File: config.mk
export PLATFORM = sky130hd
export DESIGN_NAME = pdma_channel
export DESIGN_NICKNAME = d
export VERILOG_FILES = /design/src/rtl/pdma_pkg.sv /design/src/rtl/pdma_regs.sv /design/src/rtl/pdma_xfer.sv /design/src/rtl/pdma_channel.sv
export SDC_FILE = /design/constraint.sdc
export NUM_CORES = 1
export LEC_CHECK = 0
export ABC_CLOCK_PERIOD_IN_PS = 5200
export BUFFER_PORTS_ARGS = -buffer_cell sky130_fd_sc_hd__buf_2
export CORE_AREA = 2 2 116 90
export DETAILED_ROUTE_END_ITERATION = 7
export DIE_AREA = 0 0 118 92
export PLACE_DENSITY = 0.82
export SYNTH_ARGS = -nofsm -noshare
export SYNTH_HDL_FRONTEND = slang
export SYNTH_SLANG_ARGS = --single-unit
File: constraint.sdc
create_clock -name clk_i -period 5.2 [get_ports clk_i]
set_clock_uncertainty 0.05 [all_clocks]
set_input_delay 1.04 -clock clk_i [delete_from_list [all_inputs] [get_ports clk_i]]
set_output_delay 1.04 -clock clk_i [all_outputs]
set_load 0.03 [all_outputs]
File: src/rtl/pdma_pkg.sv
`timescale 1ns/1ps
package pdma_pkg;
  typedef enum logic [1:0] {XS_IDLE, XS_READ, XS_WRITE, XS_ACK} xfer_state_e;

  localparam int unsigned REG_AW = 3;
  localparam logic [REG_AW-1:0] RA_CTRL = 3'd0;
  localparam logic [REG_AW-1:0] RA_SRC  = 3'd1;
  localparam logic [REG_AW-1:0] RA_DST  = 3'd2;
  localparam logic [REG_AW-1:0] RA_CNT  = 3'd3;
  localparam logic [REG_AW-1:0] RA_STAT = 3'd4;
  localparam logic [REG_AW-1:0] RA_CLR  = 3'd5;

  localparam int unsigned CB_EN  = 0;
  localparam int unsigned CB_HIE = 1;
  localparam int unsigned CB_TIE = 2;
  localparam int unsigned SB_HT  = 0;
  localparam int unsigned SB_TC  = 1;
endpackage

File: src/rtl/pdma_regs.sv
`timescale 1ns/1ps
module pdma_regs
  import pdma_pkg::*;
#(
  parameter int unsigned AW = 16,
  parameter int unsigned CW = 16
) (
  input  logic              clk_i,
  input  logic              rst_ni,
  input  logic              reg_we_i,
  input  logic [REG_AW-1:0] reg_addr_i,
  input  logic [31:0]       reg_wdata_i,
  output logic [31:0]       reg_rdata_o,
  input  logic              step_i,
  output logic              en_o,
  output logic [AW-1:0]     cur_src_o,
  output logic [AW-1:0]     dst_o,
  output logic [CW-1:0]     rem_o,
  output logic              ht_o,
  output logic              tc_o,
  output logic              irq_o
);
  logic          en_q, hie_q, tie_q, ht_q, tc_q;
  logic [AW-1:0] src_base_q, cur_src_q, dst_q;
  logic [CW-1:0] len_q, rem_q;

  logic          wr_ctrl, wr_src, wr_dst, wr_cnt, wr_clr, step_ok;
  logic [CW-1:0] half_pt, rem_nxt;

  assign wr_ctrl = reg_we_i && (reg_addr_i == RA_CTRL);
  assign wr_src  = reg_we_i && (reg_addr_i == RA_SRC) && !en_q;
  assign wr_dst  = reg_we_i && (reg_addr_i == RA_DST) && !en_q;
  assign wr_cnt  = reg_we_i && (reg_addr_i == RA_CNT) && !en_q;
  assign wr_clr  = reg_we_i && (reg_addr_i == RA_CLR);
  assign step_ok = step_i && (rem_q != '0);
  assign half_pt = len_q >> 1;
  assign rem_nxt = rem_q - 1'b1;

  always_ff @(posedge clk_i or negedge rst_ni) begin
    if (!rst_ni) begin
      en_q       <= 1'b0;
      hie_q      <= 1'b0;
      tie_q      <= 1'b0;
      ht_q       <= 1'b0;
      tc_q       <= 1'b0;
      src_base_q <= '0;
      cur_src_q  <= '0;
      dst_q      <= '0;
      len_q      <= '0;
      rem_q      <= '0;
    end else begin
      if (wr_ctrl) begin
        hie_q <= reg_wdata_i[CB_HIE];
        tie_q <= reg_wdata_i[CB_TIE];
        if (reg_wdata_i[CB_EN] && !en_q) begin
          en_q      <= 1'b1;
          cur_src_q <= src_base_q;
          rem_q     <= len_q;
        end else if (!reg_wdata_i[CB_EN]) begin
          en_q <= 1'b0;
        end
      end
      if (wr_src) begin
        src_base_q <= reg_wdata_i[AW-1:0];
        cur_src_q  <= reg_wdata_i[AW-1:0];
      end
      if (wr_dst) dst_q <= reg_wdata_i[AW-1:0];
      if (wr_cnt) begin
        len_q <= reg_wdata_i[CW-1:0];
        rem_q <= reg_wdata_i[CW-1:0];
      end
      if (wr_clr) begin
        if (reg_wdata_i[SB_HT]) ht_q <= 1'b0;
        if (reg_wdata_i[SB_TC]) tc_q <= 1'b0;
      end
      // progress updates win over software in the same cycle
      if (step_ok) begin
        cur_src_q <= cur_src_q + 1'b1;
        rem_q     <= rem_nxt;
        if (rem_nxt == half_pt) ht_q <= 1'b1;
        if (rem_nxt == '0) begin
          tc_q <= 1'b1;
          en_q <= 1'b0;
        end
      end
    end
  end

  always_comb begin
    reg_rdata_o = '0;
    unique case (reg_addr_i)
      RA_CTRL: begin
        reg_rdata_o[CB_EN]  = en_q;
        reg_rdata_o[CB_HIE] = hie_q;
        reg_rdata_o[CB_TIE] = tie_q;
      end
      RA_SRC:  reg_rdata_o[AW-1:0] = cur_src_q;
      RA_DST:  reg_rdata_o[AW-1:0] = dst_q;
      RA_CNT:  reg_rdata_o[CW-1:0] = rem_q;
      RA_STAT: begin
        reg_rdata_o[SB_HT] = ht_q;
        reg_rdata_o[SB_TC] = tc_q;
      end
      default: reg_rdata_o = '0;
    endcase
  end

  assign en_o      = en_q;
  assign cur_src_o = cur_src_q;
  assign dst_o     = dst_q;
  assign rem_o     = rem_q;
  assign ht_o      = ht_q;
  assign tc_o      = tc_q;
  assign irq_o     = (ht_q && hie_q) || (tc_q && tie_q);
endmodule

File: src/rtl/pdma_xfer.sv
`timescale 1ns/1ps
module pdma_xfer
  import pdma_pkg::*;
#(
  parameter int unsigned AW = 16,
  parameter int unsigned DW = 8
) (
  input  logic          clk_i,
  input  logic          rst_ni,
  input  logic          active_i,
  input  logic          dreq_i,
  input  logic [AW-1:0] cur_src_i,
  input  logic [AW-1:0] dst_i,
  output logic          mem_req_o,
  output logic [AW-1:0] mem_addr_o,
  input  logic          mem_rvalid_i,
  input  logic [DW-1:0] mem_rdata_i,
  output logic          per_we_o,
  output logic [AW-1:0] per_addr_o,
  output logic [DW-1:0] per_wdata_o,
  output logic          dack_o,
  output logic          step_o
);
  xfer_state_e   state_q, state_d;
  logic [DW-1:0] data_q;

  always_comb begin
    state_d = state_q;
    unique case (state_q)
      XS_IDLE:  if (active_i && dreq_i) state_d = XS_READ;
      XS_READ:  if (mem_rvalid_i) state_d = XS_WRITE;
      XS_WRITE: state_d = XS_ACK;
      XS_ACK:   state_d = XS_IDLE;
      default:  state_d = XS_IDLE;
    endcase
  end

  always_ff @(posedge clk_i or negedge rst_ni) begin
    if (!rst_ni) begin
      state_q <= XS_IDLE;
      data_q  <= '0;
    end else begin
      state_q <= state_d;
      if (state_q == XS_READ && mem_rvalid_i) data_q <= mem_rdata_i;
    end
  end

  assign mem_req_o   = (state_q == XS_READ);
  assign mem_addr_o  = cur_src_i;
  assign per_we_o    = (state_q == XS_WRITE);
  assign per_addr_o  = dst_i;
  assign per_wdata_o = data_q;
  // ack only after the single write has gone out
  assign dack_o      = (state_q == XS_ACK);
  assign step_o      = (state_q == XS_ACK);
endmodule

File: src/rtl/pdma_channel.sv
`timescale 1ns/1ps
module pdma_channel
  import pdma_pkg::*;
#(
  parameter int unsigned AW = 16,
  parameter int unsigned CW = 16,
  parameter int unsigned DW = 8
) (
  input  logic              clk_i,
  input  logic              rst_ni,
  input  logic              reg_we_i,
  input  logic [REG_AW-1:0] reg_addr_i,
  input  logic [31:0]       reg_wdata_i,
  output logic [31:0]       reg_rdata_o,
  output logic              mem_req_o,
  output logic [AW-1:0]     mem_addr_o,
  input  logic              mem_rvalid_i,
  input  logic [DW-1:0]     mem_rdata_i,
  output logic              per_we_o,
  output logic [AW-1:0]     per_addr_o,
  output logic [DW-1:0]     per_wdata_o,
  input  logic              dreq_i,
  output logic              dack_o,
  output logic              irq_o
);
  logic          en_w, ht_w, tc_w, step_w, active_w;
  logic [AW-1:0] cur_src_w, dst_w;
  logic [CW-1:0] rem_w;

  assign active_w = en_w && (rem_w != '0);

  pdma_regs #(.AW(AW), .CW(CW)) u_regs (
    .clk_i       (clk_i),
    .rst_ni      (rst_ni),
    .reg_we_i    (reg_we_i),
    .reg_addr_i  (reg_addr_i),
    .reg_wdata_i (reg_wdata_i),
    .reg_rdata_o (reg_rdata_o),
    .step_i      (step_w),
    .en_o        (en_w),
    .cur_src_o   (cur_src_w),
    .dst_o       (dst_w),
    .rem_o       (rem_w),
    .ht_o        (ht_w),
    .tc_o        (tc_w),
    .irq_o       (irq_o)
  );

  pdma_xfer #(.AW(AW), .DW(DW)) u_xfer (
    .clk_i        (clk_i),
    .rst_ni       (rst_ni),
    .active_i     (active_w),
    .dreq_i       (dreq_i),
    .cur_src_i    (cur_src_w),
    .dst_i        (dst_w),
    .mem_req_o    (mem_req_o),
    .mem_addr_o   (mem_addr_o),
    .mem_rvalid_i (mem_rvalid_i),
    .mem_rdata_i  (mem_rdata_i),
    .per_we_o     (per_we_o),
    .per_addr_o   (per_addr_o),
    .per_wdata_o  (per_wdata_o),
    .dack_o       (dack_o),
    .step_o       (step_w)
  );
endmodule

# Word level (Yosys, flattened, before mapping)
# Cells that the tools add are included.
# W data, S select, Z words.
dict set report totals {
  register_bits 95
  word_cells 80
}
dict set report classes {
  addsub 2
  reduce_logical 28
  eq_ne 11
  muxes 27
}
# cell count
set ops {}
lappend ops {{$mux W16} 8}
lappend ops {{$pmux W13 S3} 1}
lappend ops {{$add A16 B1 Y16 const B} 1}
lappend ops {{$eq A16 B15 Y1} 1}
lappend ops {{$logic_not A16 Y1} 1}
lappend ops {{$reduce_bool A16 Y1} 1}
lappend ops {{$sub A16 B1 Y16 const B} 1}
lappend ops {{$logic_and A1 B1 Y1} 15}
lappend ops {{$mux W1} 13}
lappend ops {{$reduce_bool A3 Y1} 4}
lappend ops {{$pmux W2 S5} 1}
lappend ops {{$pmux W2 S4} 1}
lappend ops {{$eq A3 B2 Y1 const B} 2}
lappend ops {{$eq A3 B3 Y1 const B} 2}
lappend ops {{$reduce_and A2 Y1} 3}
lappend ops {{$eq A2 B2 Y1 const B} 2}
lappend ops {{$mux W2} 2}
lappend ops {{$ne A2 B1 Y1 const B} 2}
lappend ops {{$pmux W1 S4} 1}
lappend ops {{$eq A3 B1 Y1 const B} 1}
lappend ops {{$logic_not A3 Y1} 1}
lappend ops {{$eq A2 B1 Y1 const B} 1}
lappend ops {{$logic_not A2 Y1} 1}
lappend ops {{$logic_not A1 Y1} 1}
lappend ops {{$logic_or A1 B1 Y1} 1}

# Longest topological paths before layout
dict set report depth {
  word_depth 6
  depth_mapped 10
  depth_no_buf 8
}

# Hierarchy
# Synthesis repeated with hierarchy kept, for this count alone.
dict set report hier_totals {
  cells_unflattened 610
  hier_area_um2 5934.4
}
# module area_each_um2 seq_area_each_um2 n_inst cells_each
set by_module_without_submodules {}
lappend by_module_without_submodules {pdma_regs 5185.0 2127.0 1 539}
lappend by_module_without_submodules {pdma_xfer 711.9 250.2 1 65}
lappend by_module_without_submodules {pdma_channel 37.5 0.0 1 6}

# Worst setup path before layout
# OpenSTA, ideal clock, no wires.
dict set report synth_timing {
  path_type {input-to-output}
  start {input reg_addr_i[1]}
  end {output reg_rdata_o[1]}
  slack_ns 1.616
  path_stages 5
  required_ns 4.110
  arrival_time_ns 2.494
  cell_sequence {buf_2 > buf_1 > mux4_2 > inv_1 > o21ai_0}
}
dict set report synth_via {
  elab_chain_cells 2
  elab_cells_between_ends 6
  cone_classes {4 x eq/ne; 1 x mux; 1 x reduce/logical}
}
# item line
set synth_rtl {}
lappend synth_rtl {{from (decl)} pdma_channel.sv:12} ;# input logic [REG_AW-1:0] reg_addr_i,
lappend synth_rtl {{$eq A3 B3 Y1 (tied with other cells)} pdma_regs.sv:91} ;# unique case (reg_addr_i)
lappend synth_rtl {{$pmux W2 S5 *} pdma_regs.sv:91}
lappend synth_rtl {{to (decl)} pdma_channel.sv:14} ;# output logic [31:0] reg_rdata_o,
# Mark *: on every way between the ends. The rest lies on a longest branch, timed or not.

# Worst setup path after layout
dict set report layout_timing {
  start {input reg_addr_i[0]}
  end {output reg_rdata_o[15]}
}
dict set report layout_via {
  elab_chain_cells 2
  elab_cells_between_ends 4
  cone_classes {3 x eq/ne; 1 x mux}
}
# item line
set layout_rtl {}
lappend layout_rtl {{$eq A3 B2 Y1 or $eq A3 B1 Y1 (tied branches)} pdma_regs.sv:91}
lappend layout_rtl {{$pmux W13 S3 *} pdma_regs.sv:91}
# Marks and branches as above.

==> PnR_summary.wiki <==
{| class="wikitable"
! Metric !! Value
|-
| Result of the run || finished clean
|-
| Register bit total from synthesis || 95
|-
| Clock tree from TritonCTS || done
|-
| Post-synthesis instance area || approximately 0.0056 mm2
|-
| Clock-pin transition on the worst setup and hold timing paths || ~0.06 ns
|-
| Placer Congestion || 0.953
|-
| Netlist cell types || 65
|-
| Inserted Clock Buffers || 9
|-
| Number of nets with antenna violations after detailed routing || 0
|-
| Slowest stage delay, CP || between 0.5 and 0.6 ns
|-
| Number of endpoints with negative hold slack in the final report || 0
|-
| Worst Hold Path Cells || 2
|-
| Setup repair after global routing missed its margin || false
|-
| Post-synthesis average cell area || 9.78 um2
|-
| Number of warnings reported in the yosys synthesis log || 0
|-
| Crit. End Element || primary output
|-
| Ys async rst share || 100%
|-
| Clk root buf || sky130_fd_sc_hd__clkbuf_16
|-
| Number of violations of the max-capacitance limit || 0
|-
| Static Leakage || ~2.8 nW
|-
| Clock sink count || between 90 and 100
|-
| Gr ovfl total || 0
|-
| Achievable frequency || between 200 and 300 MHz
|-
| Die width || between 100 and 150 um
|-
| Total core area || just under 0.01 mm2
|-
| Slack of the worst reg-to-reg path || 1.99 ns
|-
| Power density of the placed cells || approximately 580 mW/mm2
|-
| H-tree Lvls || 3
|-
| Area added between synthesis and finish || 13.5%
|-
| Worst-case clock buffer depth || 2
|-
| First DRT Iteration DRCs || 480
|-
| Antenna violations before repair || 0
|-
| Worst EP arrival || 2.69 ns
|-
| Detailed-route DRC error count || 0
|-
| Die Y-Extent || 92 um
|-
| Via total after detailed routing || 4763
|-
| I/O pin cnt || around 120
|-
| Data required time of the worst path || just over 4 ns
|-
| Ys flop type || sky130_fd_sc_hd__dfrtp_1
|-
| Post-synth top area cell || sky130_fd_sc_hd__dfrtp_1
|-
| Post-route minimum period || 3.78 ns
|-
| Pin count of the biggest net entering global routing || between 50 and 60
|-
| Placed wire-length estimate || 10800 um
|-
| Path type of the worst setup path || primary input to primary output
|-
| Filler cells || around 830
|-
| Wire per inst || between 15 and 20 um
|-
| Net total in the final layout || roughly 700
|-
| Wire length of the first global-routing pass || between 20000 and 25000 um
|-
| Cells after synthesis || roughly 570
|-
| Register area share after synthesis || 42.4%
|-
| Layout cell share with drive strength beyond 1 || between 30% and 40%
|-
| Crit Path Max Fanout || 35
|-
| Count of flip-flops with a built-in enable after synthesis || 0
|-
| Hold Path Class || flop to flop
|-
| Number of buffers inserted by hold repair at cts || 0
|-
| Critical-path cell list || buf_2 -> nor2b_1 -> a22oi_1 -> nor2_1 -> buf_2
|-
| DIE AREA || about 0.011 mm2
|-
| Vias in the first global route || 4577
|-
| Critical Path Start Type || primary input
|-
| Overall Global Routing Usage || between 20% and 30%
|-
| Effective utilization at floorplan || between 50 and 60%
|-
| Worst voltage drop across the vdd grid || 0.302 mV
|-
| Final Cycle Share || roughly 73%
|-
| Crit-path leading delay family || buffers and inverters
|-
| Count of endpoints failing setup in the final report || 0
|-
| Share of the core filled with cells in the final layout || ~64%
|-
| Placed cell area || between 0.006 and 0.007 mm2
|-
| Final TNS setup || 0 ns
|-
| CP Depth || 5
|-
| Top cells by area in the synthesized netlist || sky130_fd_sc_hd__dfrtp_1, sky130_fd_sc_hd__mux2_2, sky130_fd_sc_hd__nor2_1
|-
| Source-to-sink clock delay at the later pin of the worst-skew pair || 0.35 ns
|-
| Ant. Diodes || 0
|-
| Count of buffers inserted at the top-level ports || 91
|-
| Share of the synthesized area in the top cell type || between 40% and 50%
|-
| Post-layout instance area || roughly 0.0064 mm2
|-
| Crit path max-delay cell type || sky130_fd_sc_hd__buf_2
|-
| Worst-Margin Slew || ~1.3 ns
|-
| Worst-case reg-to-reg path depth || 8
|-
| Worst relative slew slack || 15.5%
|-
| Post-DR vias/cell || 6.08
|-
| Post-CTS Setup Inserts || 0
|-
| Post-detailed-routing wire length || roughly 15000 um
|-
| Count of buffering cells on the critical path with inverters included || 2
|-
| Top cell by count, worst path || sky130_fd_sc_hd__buf_2
|-
| Number of detailed-routing iterations run before antenna repair || 5
|-
| Footprint of the multi-input gates || approximately 0.0030 mm2
|-
| FF/Latch Area || around 0.0024 mm2
|-
| Number of instances resized during post-cts repair || 0
|-
| Count of final max-slew check failures || 0
|-
| Rows || 32
|}
metrics by stage:
stage	instances	setup WS, ns	hold slack (ns)	total power, mW
after global routing	783	1.39	0.461	3.90
after CTS	783	1.50	0.449	3.68
after detailed placement	767	1.50	0.432	2.97
after global placement	767	1.59	0.426	2.91
final	783	1.42	0.447	3.69
after floorplan	588	1.62	0.402	2.50
state kept, by name (all words and copies together) (netlist names), 2 cells and up:
| name | flops |
|---|---|
| u_regs.cur_src_o | 16 |
| u_regs.dst_o | 16 |
| u_regs.len_q | 16 |
| u_regs.rem_o | 16 |
| u_regs.src_base_q | 16 |
| u_xfer.per_wdata_o | 8 |
| u_xfer.state_q | 2 |
area by class of cell:
type,count,share of cell area [%]
Multi-Input combinational cell,426,46.4
Clock inverter,5,1.28
Tap cell,136,2.68
Inverter,14,0.826
Timing Repair Buffer,96,7.79
Sequential cell,95,37.4
Clock buffer,11,3.66
path summary, 6_finish.rpt:
kind	start	end
worst min register to register	u_regs.len_q[0]	u_regs.len_q[0]
worst max-delay path	reg_addr_i[0]	reg_rdata_o[15]
min in group asynchronous	rst_ni	u_regs.rem_o[13]
worst min-delay path	u_regs.len_q[0]	u_regs.len_q[0]
worst max register to register	u_regs.rem_o[0]	u_regs.ht_o
max in group asynchronous	rst_ni	u_regs.cur_src_o[13]
synthesized netlist by cell type, drive strengths merged (4+ instances only):
| cell | n |
|---|---|
| a22o | 4 |
| nor3b | 5 |
| o211ai | 5 |
| inv | 14 |
| nand4 | 7 |
| mux2 | 67 |
| ha | 9 |
| nor4 | 8 |
| dfrtp | 95 |
| mux2i | 6 |
| nand3 | 18 |
| clkbuf | 19 |
| nor2b | 4 |
| a311oi | 5 |
| o21ai | 32 |
| nor3 | 12 |
| xor2 | 7 |
| nor2 | 60 |
| nand2 | 53 |
| buf | 34 |
| o22ai | 5 |
| xnor2 | 16 |
| a21oi | 36 |
cell families after synthesis:
kind of cell               count (synthesis)  synth area share (%)
muxes                                     76                  15.7
AOI/OAI and AO/OA                        120                  14.0
DFF                                       95                  42.4
and+or+nand+nor                          182                  16.0
buffers and inverters                     67                  6.16
other                                      1                0.0669
adders and majority gates                  9                  2.01
xor gates and xnor gates                  23                  3.60
report_power, final:
part / switching (mW) / total [mW] / internal, mW
clock network: 0.281 / 0.704 / 0.423
registers: 0.363 / 1.36 / 0.999
logic: 1.01 / 1.63 / 0.616
worst min-delay path, delay by kind of cell, from the launching register on:
family                 cells  cell delay, ns
DFF                        1            0.33
muxes                      1            0.09
buffers and inverters      1            0.05
layout by cell type, fill, tap and decap left out, drive strengths merged, types with 4 or more instances in the layout:
master | Yosys | routed
xnor2 | 16 | 16
inv | 14 | 15
buf | 34 | 96
dfrtp | 95 | 95
nand3 | 18 | 18
o21ai | 32 | 32
xor2 | 7 | 7
nand2 | 53 | 53
nor3 | 12 | 12
o211ai | 5 | 5
mux2 | 67 | 67
a22o | 4 | 4
a21oi | 36 | 36
a311oi | 5 | 5
nor3b | 5 | 5
nor2 | 60 | 60
ha | 9 | 9
clkbuf | 19 | 11
nand4 | 7 | 7
mux2i | 6 | 6
nor2b | 4 | 4
o22ai | 5 | 5
nor4 | 8 | 8
conb | 1 | 16
per-layer routing:
metal / GRT usage [%] / up-vias / routed length [um]
met1: 38.6 / 2341 / 6650
met3: 7.09 / 27 / 1190
met4: 8.94 / 0 / 341
met5: 0 / - / 0
met2: 45.1 / 219 / 6980
li1: - / 2176 / -
(Power assumes the default switching activity.)
